--- src/rtl/adc_sp_pkg.sv ---
package adc_sp_pkg;
  typedef enum logic {
    SRC_INTERNAL = 1'b0,
    SRC_EXTERNAL = 1'b1
  } dclk_src_e;

  localparam int unsigned MIN_HALF_DIV = 2;
endpackage

--- src/rtl/adc_sp_burst_gen.sv ---
module adc_sp_burst_gen #(
  parameter int unsigned NUM_PULSES = 16,
  parameter int unsigned HALF_DIV   = 4
) (
  input  logic clk_i,
  input  logic rst_ni,
  input  logic start_i,
  output logic dclk_o,
  output logic active_o,
  output logic first_rise_o,
  output logic fall_o
);
  localparam int unsigned DIV_W = (HALF_DIV > 1) ? $clog2(HALF_DIV) : 1;
  localparam int unsigned CNT_W = (NUM_PULSES > 1) ? $clog2(NUM_PULSES) : 1;

  logic             active_q, phase_q;
  logic [DIV_W-1:0] div_q;
  logic [CNT_W-1:0] pcnt_q;
  logic             half_end;

  assign half_end     = active_q && (div_q == DIV_W'(HALF_DIV - 1));
  assign first_rise_o = half_end && !phase_q && (pcnt_q == '0);
  assign fall_o       = half_end && phase_q;
  assign dclk_o       = phase_q;
  assign active_o     = active_q;

  always_ff @(posedge clk_i or negedge rst_ni) begin
    if (!rst_ni) begin
      active_q <= 1'b0;
      phase_q  <= 1'b0;
      div_q    <= '0;
      pcnt_q   <= '0;
    end else if (start_i) begin
      active_q <= 1'b1;
      phase_q  <= 1'b0;
      div_q    <= '0;
      pcnt_q   <= '0;
    end else if (active_q) begin
      if (half_end) begin
        div_q   <= '0;
        phase_q <= ~phase_q;
        if (phase_q) begin
          pcnt_q <= pcnt_q + 1'b1;
          if (pcnt_q == CNT_W'(NUM_PULSES - 1)) active_q <= 1'b0;
        end
      end else begin
        div_q <= div_q + 1'b1;
      end
    end
  end

  // burst terminates on its last falling edge
  a_r2_burst_ends: assert property (@(posedge clk_i) disable iff (!rst_ni)
    (fall_o && pcnt_q == CNT_W'(NUM_PULSES - 1) && !start_i) |=> (!active_o && !dclk_o));
endmodule

--- src/rtl/adc_sp_edge_sync.sv ---
module adc_sp_edge_sync #(
  parameter int unsigned STAGES = 2
) (
  input  logic clk_i,
  input  logic rst_ni,
  input  logic async_i,
  output logic rise_o
);
  logic [STAGES:0] sync_q;

  always_ff @(posedge clk_i or negedge rst_ni) begin
    if (!rst_ni) sync_q <= '0;
    else         sync_q <= {sync_q[STAGES-1:0], async_i};
  end

  assign rise_o = sync_q[STAGES-1] & ~sync_q[STAGES];
endmodule

--- src/rtl/adc_sp_shifter.sv ---
module adc_sp_shifter #(
  parameter int unsigned WORD_W = 16
) (
  input  logic              clk_i,
  input  logic              rst_ni,
  input  logic              out_load_i,
  input  logic [WORD_W-1:0] word_i,
  input  logic              sh_from_out_i,
  input  logic              sh_from_word_i,
  input  logic              sh_step_i,
  input  logic              sh_fill_i,
  output logic              sdata_o
);
  logic [WORD_W-1:0] out_q, sh_q;

  always_ff @(posedge clk_i or negedge rst_ni) begin
    if (!rst_ni)         out_q <= '0;
    else if (out_load_i) out_q <= word_i;
  end

  always_ff @(posedge clk_i or negedge rst_ni) begin
    if (!rst_ni)             sh_q <= '0;
    else if (sh_from_out_i)  sh_q <= out_q;
    else if (sh_from_word_i) sh_q <= word_i;
    else if (sh_step_i)      sh_q <= {sh_q[WORD_W-2:0], sh_fill_i};
  end

  assign sdata_o = sh_q[WORD_W-1];

  // burst opens with the MSB of the previously stored word
  a_r3_prev_word_msb: assert property (@(posedge clk_i) disable iff (!rst_ni)
    (sh_from_out_i && !out_load_i) |=> (sdata_o == $past(out_q[WORD_W-1])));
endmodule

--- src/rtl/adc_serial_port.sv ---
module adc_serial_port
  import adc_sp_pkg::*;
#(
  parameter int unsigned WORD_W      = 16,
  parameter int unsigned HALF_DIV    = 4,
  parameter int unsigned SYNC_STAGES = 2
) (
  input  logic              clk_i,
  input  logic              rst_ni,
  input  logic              ext_clk_mode_i,
  input  logic              cs_ni,
  input  logic              rc_i,
  input  logic              tag_i,
  input  logic              dclk_ext_i,
  input  logic [WORD_W-1:0] result_i,
  input  logic              result_valid_i,
  output logic              dclk_o,
  output logic              sdata_o,
  output logic              busy_o
);
  localparam int unsigned NUM_PULSES = WORD_W;

  dclk_src_e         src;
  logic              busy_q, pend_q, tag_q, shift_stb_q;
  logic [WORD_W-1:0] word_q;
  logic              start_req, burst_start, load_ok, rd_window;
  logic              burst_active, first_rise, fall_stb, ext_rise, ext_step;
  logic              sh_step, sh_fill;

  assign src         = dclk_src_e'(ext_clk_mode_i);
  assign start_req   = !cs_ni && !rc_i && busy_q;
  assign burst_start = start_req && (src == SRC_INTERNAL);
  assign load_ok     = pend_q && !busy_q && !burst_active && !shift_stb_q;
  assign rd_window   = !cs_ni && rc_i;
  assign ext_step    = (src == SRC_EXTERNAL) && rd_window && ext_rise && !load_ok;
  assign sh_step     = (src == SRC_INTERNAL) ? shift_stb_q : ext_step;
  assign sh_fill     = (src == SRC_INTERNAL) ? tag_q : tag_i;
  assign busy_o      = busy_q;

  adc_sp_burst_gen #(.NUM_PULSES(NUM_PULSES), .HALF_DIV(HALF_DIV)) u_burst (
    .clk_i, .rst_ni,
    .start_i     (burst_start),
    .dclk_o      (dclk_o),
    .active_o    (burst_active),
    .first_rise_o(first_rise),
    .fall_o      (fall_stb)
  );

  adc_sp_edge_sync #(.STAGES(SYNC_STAGES)) u_sync (
    .clk_i, .rst_ni,
    .async_i(dclk_ext_i),
    .rise_o (ext_rise)
  );

  adc_sp_shifter #(.WORD_W(WORD_W)) u_shift (
    .clk_i, .rst_ni,
    .out_load_i    (load_ok),
    .word_i        (word_q),
    .sh_from_out_i (burst_start),
    .sh_from_word_i(load_ok && (src == SRC_EXTERNAL)),
    .sh_step_i     (sh_step),
    .sh_fill_i     (sh_fill),
    .sdata_o       (sdata_o)
  );

  always_ff @(posedge clk_i or negedge rst_ni) begin
    if (!rst_ni) begin
      busy_q      <= 1'b1;
      pend_q      <= 1'b0;
      word_q      <= '0;
      tag_q       <= 1'b0;
      shift_stb_q <= 1'b0;
    end else begin
      // shift one cycle after each fall keeps bits off both clock edges
      shift_stb_q <= fall_stb;
      if (first_rise) tag_q <= tag_i;
      if (start_req)    busy_q <= 1'b0;
      else if (load_ok) busy_q <= 1'b1;
      if (load_ok) begin
        pend_q <= 1'b0;
      end else if (result_valid_i && !busy_q) begin
        pend_q <= 1'b1;
        word_q <= result_i;
      end
    end
  end

  a_r2_start_drops_busy: assert property (@(posedge clk_i) disable iff (!rst_ni)
    start_req |=> !busy_o);
  a_r8_busy_low_in_burst: assert property (@(posedge clk_i) disable iff (!rst_ni)
    burst_active |-> !busy_o);
  a_r8_busy_rise_after_burst: assert property (@(posedge clk_i) disable iff (!rst_ni)
    $rose(busy_o) |-> (!burst_active && !dclk_o));
  a_r4_bit_stable_on_edges: assert property (@(posedge clk_i) disable iff (!rst_ni)
    ($rose(dclk_o) || $fell(dclk_o)) |-> $stable(sdata_o));
  a_r11_sdata_known: assert property (@(posedge clk_i) disable iff (!rst_ni)
    !$isunknown(sdata_o));
endmodule

--- config.mk ---
export PLATFORM = sky130hd
export DESIGN_NAME = adc_serial_port
export DESIGN_NICKNAME = d
export VERILOG_FILES = /design/src/rtl/adc_sp_pkg.sv /design/src/rtl/adc_sp_burst_gen.sv /design/src/rtl/adc_sp_edge_sync.sv /design/src/rtl/adc_sp_shifter.sv /design/src/rtl/adc_serial_port.sv
export SDC_FILE = /design/constraint.sdc
export NUM_CORES = 1
export LEC_CHECK = 0
export BUFFER_PORTS_ARGS = -buffer_cell sky130_fd_sc_hd__buf_2
export CAP_MARGIN = 30
export CORE_AREA = 2 2 93 95
export CTS_CLUSTER_SIZE = 14
export DETAILED_ROUTE_END_ITERATION = 16
export DIE_AREA = 0 0 95 97
export PLACE_DENSITY = 0.48
export SYNTH_ARGS = -nofsm -noshare
export SYNTH_HDL_FRONTEND = slang
export SYNTH_SLANG_ARGS = --single-unit
--- constraint.sdc ---
create_clock -name clk_i -period 2.5 [get_ports clk_i]
set_input_delay 0.125 -clock clk_i [delete_from_list [all_inputs] [get_ports clk_i]]
set_output_delay 0.125 -clock clk_i [all_outputs]
set_load 0.005 [all_outputs]
==> results.rst, run 1 <==
.. list-table::
   :header-rows: 1

   * - Metric
     - Value
   * - Outcome
     - completed
   * - Crit share post-route
     - 84.2%
   * - HPWL Detailed
     - 3.60 mm
   * - Wire length of the first global-routing pass
     - 9.86 mm
   * - Storage element area
     - 0.00158 mm²
   * - I/O pin total
     - 27
   * - Fin Clk Skew
     - 0.00660 ns
   * - Max-slew violation total from the final report
     - 0
   * - Highest attainable clock frequency
     - 475 MHz
   * - R2R cell count
     - 4
   * - Vias in the first global route
     - 1968
   * - Power spent charging and discharging nets
     - 1.26 mW
   * - Overall die area
     - 0.00922 mm²
   * - Multi-input combinational cell area
     - 0.00114 mm²
   * - Unrepaired setup endpoints after global routing
     - false
   * - Grt ovf
     - 0
   * - Sequential Power Share
     - 48.6%
   * - Cell count after synthesis
     - 254
   * - Detailed-route DRC error count
     - 0
   * - Slew Limit Headroom
     - 55.1%
   * - Minimum setup slack in the final design
     - 0.395 ns
   * - Post-place setup slack
     - 0.395 ns
   * - Port Buffers
     - 26
   * - Fraction of registers with async set/reset
     - 100%
   * - Endpoints failing setup
     - 0
   * - Clock sink count
     - 63
   * - Via count
     - 1875
   * - Post-synthesis instance area
     - 0.00279 mm²
   * - Sort of element at the end of the critical path
     - flip-flop
   * - Worst ir drop on vdd
     - 0.427 mV
   * - Cell internal pwr
     - 2.43 mW
   * - Post-synthesis sequential area ratio
     - 56.5%
   * - DIE WIDTH
     - 95 µm
   * - Y dimension of the die
     - 97 µm
   * - Startpoint types
     - flip-flop
   * - Violation count after the first detailed-route iteration
     - 106
   * - Count of flip-flops with a built-in enable after synthesis
     - 0
   * - Worst r2r dst
     - u_shift.sh_q[4]
   * - Time the worst path needs with I/O delays and setup
     - 2.10 ns
   * - Worst hold endpoint
     - word_q[9]
   * - Syn_nets
     - 281
   * - Cell row count
     - 33
   * - Growth of design area from synthesis to finish
     - 17.7%
   * - Worst hold-check slack
     - 0.0179 ns
   * - Per-cell via count in the routed design
     - 4.70
   * - Power share of the clock group
     - 21.2%
   * - Layout cell share with drive strength beyond 1
     - 28.2%
   * - Worst Hold Launch
     - result_i[9]
   * - Synth warnings
     - 0
   * - TritonCTS clock tree
     - built
   * - Worst hold path stage count
     - 2
   * - Drt first pass iters
     - 4
   * - Req. time, crit path
     - 2.74 ns
   * - Total number of nets in the final design
     - 316
   * - Fill cell count
     - 788
   * - Most instantiated flip-flop cell in the synthesis netlist
     - sky130_fd_sc_hd__dfrtp_1
   * - Clock edge transition at the registers on the reported setup and hold paths
     - 0.07 ns
   * - WP data arrival
     - 2.35 ns
   * - Antenna violations before repair
     - 0
   * - Drt wl/cell
     - 14.0 µm
   * - Final GP Congestion
     - 0.741
   * - Relative contribution of combinational cells to total power
     - 30.2%
   * - Total clock buffers created by CTS
     - 9
   * - Yosys cell types
     - 37
   * - Critical Path Fanout Max
     - 16
   * - Switching portion of total power
     - 34.1%
   * - Antenna-violating nets left
     - 0
   * - Slack of the worst reg-to-reg path
     - 0.40 ns
   * - Source-to-sink clock delay at the later pin of the worst-skew pair
     - 0.34 ns
   * - Launch instance of the worst register-to-register path
     - busy_o
   * - Commonest cells after routing, fill and taps aside
     - sky130_fd_sc_hd__nand2_1, sky130_fd_sc_hd__dfrtp_1, sky130_fd_sc_hd__buf_2
   * - Initial Utilization
     - 34.3%
   * - Number of maximum-capacitance constraint violations
     - 0
   * - End-of-flow core utilization
     - 40.4%
   * - Core Footprint
     - 0.00813 mm²
   * - GRT Overall Usage
     - 14.0%
   * - Bufs on Longest Clock Path
     - 2
   * - Post-cts sizing count
     - 0
   * - # H-tree levels
     - 3
   * - Setup TNS Final
     - 0 ns
   * - Worst hold path type
     - in -> reg
   * - Type of the setup path with the least slack
     - reg -> reg
   * - Final count of hold timing violations
     - 0
   * - Post-synthesis sequential element count
     - 63
   * - LEAKAGE
     - 1.53 nW
   * - Number of diodes added for antenna fixing
     - 0
   * - Mean Syn Cell Area
     - 11.0 µm²
   * - Power per cell area
     - 1120 mW/mm²
   * - Largest net degree at the start of global routing
     - 36
   * - Clock Tree Root
     - sky130_fd_sc_hd__clkbuf_8
   * - Worst Tran Pin Value
     - 0.673 ns
   * - Most frequent standard cell in the layout excluding fill and tap cells
     - sky130_fd_sc_hd__nand2_1
   * - Setup Buffers After CTS
     - 0
   * - Routed wire length
     - 5.60 mm
==> final cells by class <==
cell class	count	share of cell area (%)
repair buffers	38	7.61
clock buffers	12	4.72
inverters	4	0.457
multi-input cells	173	34.6
well taps	105	4.00
clock inverters	4	0.609
flip-flops and latches	63	48.0
==> synthesized netlist by cell type (4+ instances only) <==
cell	count	area, µm²
sky130_fd_sc_hd__nand2_1	70	263
sky130_fd_sc_hd__dfrtp_1	62	1550
sky130_fd_sc_hd__nor2_1	22	82.6
sky130_fd_sc_hd__mux2_2	19	214
sky130_fd_sc_hd__o22ai_1	14	87.6
sky130_fd_sc_hd__o31ai_2	10	125
sky130_fd_sc_hd__buf_2	5	25.0
sky130_fd_sc_hd__clkbuf_1	5	18.8
sky130_fd_sc_hd__mux2i_1	5	50.1
sky130_fd_sc_hd__inv_1	4	15.0
sky130_fd_sc_hd__o31ai_1	4	30.0
==> per-stage QoR <==
stage	total power [mW]	cells	instance area [µm²]
global placement	2.90	376	3040
global route	4.01	399	3290
detailed placement	2.94	376	3040
CTS	3.75	398	3280
finish	3.68	399	3290
floorplan	2.61	254	2790
==> critical path, stage by stage (launching register included) <==
cell                      delay, ns
sky130_fd_sc_hd__dfstp_2       0.62
sky130_fd_sc_hd__or4b_1        0.80
sky130_fd_sc_hd__o21ai_4       0.31
sky130_fd_sc_hd__nor2_1        0.08
sky130_fd_sc_hd__o31ai_1       0.21
==> cells by family after synthesis <==
logic type / after synthesis / synth area share (%)
AO/OA/AOI/OAI: 37 / 10.9
multiplexers: 24 / 9.46
AND/OR/NAND/NOR: 105 / 16.8
flip-flops: 63 / 56.5
buffers and inverters: 18 / 3.72
XOR/XNOR: 4 / 1.26
adder cells (fa/ha/maj): 3 / 1.34
==> power groups by stage <==
stage	registers [mW]	logic [mW]	clock network, mW
final	1.79	1.11	0.780
after global routing	1.86	1.28	0.863
after CTS	1.80	1.14	0.819
after detailed placement	1.81	1.13	0
after global placement	1.81	1.09	0
after floorplan	1.71	0.899	0
==> worst max path at each step <==
stage               startpoint  depth (start not counted)          endpoint  slack (ns)
global route            busy_o                          4   u_shift.sh_q[4]        0.19
global placement        busy_o                          4   u_shift.sh_q[2]        0.44
detailed placement      busy_o                          4  u_shift.sh_q[14]        0.39
CTS                     busy_o                          4   u_shift.sh_q[5]        0.39
floorplan               busy_o                          5         word_q[0]        0.71
finish                  busy_o                          4   u_shift.sh_q[4]        0.40
==> repair_timing <==
item                                    CTS  global route
endpoints found under the setup margin    0             0
hold endpoints to repair                 32             1
hold buffers                              6             1
==> per-layer routing <==
layer	vias to the layer above	global-route usage, %	share of wire [%]
li1	935	-	-
met1	905	19.7	50
met2	28	19.7	44
met3	7	5.45	4.7
met4	0	4.35	1.3
met5	-	0	0
==> registers in the layout (all words and copies together), names as in the netlist, 2 cells and up <==
| register | count |
|---|---|
| u_shift.out_q | 16 |
| word_q | 16 |
| u_burst.div_q | 2 |
| u_burst.pcnt_q | 4 |
| u_shift.sh_q | 16 |
| u_sync.sync_q | 3 |
No activity file was read; power rests on OpenSTA's default activity.
==> inputs of run 2 (changes only) <==
--- a/config.mk
+++ b/config.mk
@@ -11,7 +11,7 @@
 export CTS_CLUSTER_SIZE = 14
 export DETAILED_ROUTE_END_ITERATION = 16
 export DIE_AREA = 0 0 95 97
-export PLACE_DENSITY = 0.48
+export PLACE_DENSITY = 0.5
 export SYNTH_ARGS = -nofsm -noshare
 export SYNTH_HDL_FRONTEND = slang
 export SYNTH_SLANG_ARGS = --single-unit
==> constraint.sdc (replaced) <==
create_clock -name clk_i -period 1.9 [get_ports clk_i]
set_input_delay 0.095 -clock clk_i [delete_from_list [all_inputs] [get_ports clk_i]]
set_output_delay 0.095 -clock clk_i [all_outputs]
set_load 0.005 [all_outputs]
==> run 2 against run 1 <==
Effect of this change: clock power up 81%; hold slack about the same; clock-buffer cell count up 1; final cell count up 4.5%; clock skew up 0.00087 ns; core utilization up 3.4 points; global-route usage about the same; sequential share of layout area down 3.7 points; routed wire length up 3.6%; die area unchanged; sequential power up 31%; first-iteration DRC count down 50%.
==> results.rst, run 2 (synthesis gave the netlist of run 1 again) <==
.. list-table::
   :header-rows: 1

   * - Metric
     - Value
   * - Most frequent standard cell in the layout excluding fill and tap cells
     - sky130_fd_sc_hd__nand2_1
   * - Type of the setup path with the least slack
     - reg -> reg
   * - Largest registers in the final layout
     - u_shift.out_q x16, u_shift.sh_q x16, word_q x16
   * - DIE WIDTH
     - 95 µm (unchanged)
   * - HPWL Detailed
     - 3.68 mm (+2.3%)
   * - Clock sink count
     - 63 (unchanged)
   * - Clock Tree Root
     - sky130_fd_sc_hd__clkbuf_8
   * - Violation count after the first detailed-route iteration
     - 53 (-50%)
   * - Drt wl/cell
     - 13.9 µm (-0.90%)
   * - Slew Limit Headroom
     - 63.5% (+8.4 points)
   * - Largest net degree at the start of global routing
     - 64 (+78%)
   * - Overall die area
     - 0.00922 mm² (unchanged)
   * - Routed wire length
     - 5.80 mm (+3.6%)
   * - Number of diodes added for antenna fixing
     - 0 (unchanged)
   * - Via count
     - 1944 (+3.7%)
   * - Clock edge transition at the registers on the reported setup and hold paths
     - 0.07 ns (about the same)
   * - LEAKAGE
     - 1.65 nW (+7.5%)
   * - Worst ir drop on vdd
     - 0.571 mV (+34%)
   * - Vias in the first global route
     - 1979 (+0.56%)
   * - Antenna-violating nets left
     - 0 (unchanged)
   * - Worst Tran Pin Value
     - 0.540 ns (-0.133 ns)
   * - Per-cell via count in the routed design
     - 4.66 (-0.80%)
   * - Layout cell share with drive strength beyond 1
     - 28.5% (+0.29 points)
   * - Post-detailed-placement cell area
     - 0.00315 mm² (+3.6%)
   * - Setup TNS Final
     - 0 ns (unchanged)
   * - Req. time, crit path
     - 2.14 ns (-0.60 ns)
   * - Crit share post-route
     - 93.5% (+9.4 points)
   * - GRT Overall Usage
     - 14.0% (+0.034 points)
   * - Grt ovf
     - 0 (unchanged)
   * - Commonest cells after routing, fill and taps aside
     - sky130_fd_sc_hd__nand2_1, sky130_fd_sc_hd__dfrtp_1, sky130_fd_sc_hd__buf_2
   * - Fill cell count
     - 757 (-3.9%)
   * - Time the worst path needs with I/O delays and setup
     - 1.78 ns (-0.328 ns)
   * - Outcome
     - completed
   * - Unrepaired setup endpoints after global routing
     - false
   * - Storage element area
     - 0.00158 mm² (unchanged)
   * - Wire length of the first global-routing pass
     - 9.91 mm (+0.49%)
   * - Cell row count
     - 33 (unchanged)
   * - Final count of hold timing violations
     - 0 (unchanged)
   * - Total number of nets in the final design
     - 334 (+5.7%)
   * - # H-tree levels
     - 3 (unchanged)
   * - Source-to-sink clock delay at the later pin of the worst-skew pair
     - 0.34 ns (about the same)
   * - Post-route design area
     - 0.00356 mm² (+8.3%)
   * - Number of maximum-capacitance constraint violations
     - 0 (unchanged)
   * - Fin Clk Skew
     - 0.00748 ns (+0.000872 ns)
   * - Final GP Congestion
     - 0.757 (+2.1%)
   * - Power per cell area
     - 1520 mW/mm² (+35%)
   * - Total clock buffers created by CTS
     - 9 (unchanged)
   * - Initial Utilization
     - 34.3% (unchanged)
   * - Growth of design area from synthesis to finish
     - 27.6%
   * - Setup Buffers After CTS
     - 0 (unchanged)
   * - Port Buffers
     - 26 (unchanged)
   * - Core Footprint
     - 0.00813 mm² (unchanged)
   * - Endpoints failing setup
     - 0 (unchanged)
   * - TritonCTS clock tree
     - built
   * - Critical Path Fanout Max
     - 14 (-2)
   * - Bufs on Longest Clock Path
     - 2 (unchanged)
   * - Detailed-route DRC error count
     - 0 (unchanged)
   * - Worst hold path type
     - in -> reg
   * - Sort of element at the end of the critical path
     - flip-flop
   * - Drt first pass iters
     - 4 (unchanged)
   * - WP data arrival
     - 2.02 ns (-0.33 ns)
   * - I/O pin total
     - 27 (unchanged)
   * - Y dimension of the die
     - 97 µm (unchanged)
   * - Multi-input combinational cell area
     - 0.00114 mm² (unchanged)
   * - Startpoint types
     - flip-flop
   * - Max-slew violation total from the final report
     - 0 (unchanged)
   * - Highest attainable clock frequency
     - 563 MHz (+18%)
   * - Antenna violations before repair
     - 0 (unchanged)
## run 2: changes by cell type in the layout (fill, tap and decap cells not counted), sizes merged
cell and change:
buf +8, bufinv +3, clkbuf +1, dlygate4sd3 +10, clkinv -4
## run 2: layout make-up
class / instances / area share, %
sequential: 63 / 44.3
clock buffer: 13 / 4.18
tap: 105 / 3.69
multi-input combinational: 173 / 31.9
clock inverter: 3 / 2.53
inverter: 4 / 0.422
timing repair buffer: 56 / 12.9
## run 2: critical path, cell delays in order, from the launching register on
cell,delay (ns)
sky130_fd_sc_hd__dfrtp_1,0.49
sky130_fd_sc_hd__or4b_4,0.63
sky130_fd_sc_hd__o21ai_4,0.17
sky130_fd_sc_hd__buf_12,0.16
sky130_fd_sc_hd__nor2_1,0.05
sky130_fd_sc_hd__o31ai_1,0.19
## run 2: timing repair
item                                   CTS  global route
hold buffers                            16             1
gates resized for setup                  0             0
endpoints found under the hold margin   77             1
## run 2: final timing paths
kind                                  start          endpoint  slack (ns)  cells past startpoint
setup / recovery           u_burst.active_o   u_shift.sh_q[1]        0.12                      5
hold / removal                 result_i[15]        word_q[15]        0.02                      2
setup reg to reg           u_burst.active_o   u_shift.sh_q[1]        0.12                      5
hold reg to reg            u_sync.sync_q[0]  u_sync.sync_q[1]        0.35                      0
max in group asynchronous            rst_ni            busy_o        1.29                      3
min in group asynchronous            rst_ni        word_q[11]        0.30                      3
## run 2: per-layer routing
| metal | wire length, µm | vias to the layer above | share of wire (%) | track usage [%] |
|---|---|---|---|---|
| li1 | - | 971 | - | - |
| met1 | 2960 | 938 | 51 | 20.0 |
| met2 | 2500 | 26 | 43 | 19.6 |
| met3 | 243 | 9 | 4.2 | 4.60 |
| met4 | 93 | 0 | 1.6 | 5.35 |
| met5 | 0 | - | 0 | 0 |
## run 2: power breakdown
group / internal, mW / switching [mW] / total, mW / leakage [nW]
Combinational: 0.838 / 0.790 / 1.63 / 0.757
Clock: 0.910 / 0.505 / 1.41 / 0.118
Sequential: 1.94 / 0.417 / 2.35 / 0.775
## run 2: through the flow
| step | hold WS [ns] | power [mW] | instances | worst slack, ns | util [%] |
|---|---|---|---|---|---|
| after detailed placement | 0.136 | 4.00 | 384 | 0.128 | 38.7 |
| after CTS | 0.00324 | 5.45 | 416 | 0.111 | 43.7 |
| after global placement | 0.141 | 3.95 | 384 | 0.170 | 38.7 |
| final | 0.0182 | 5.40 | 417 | 0.123 | 43.8 |
| after global routing | 0.00816 | 5.79 | 417 | 0.0199 | 43.8 |
| after floorplan | -0.201 | 3.44 | 254 | 0.107 | - |
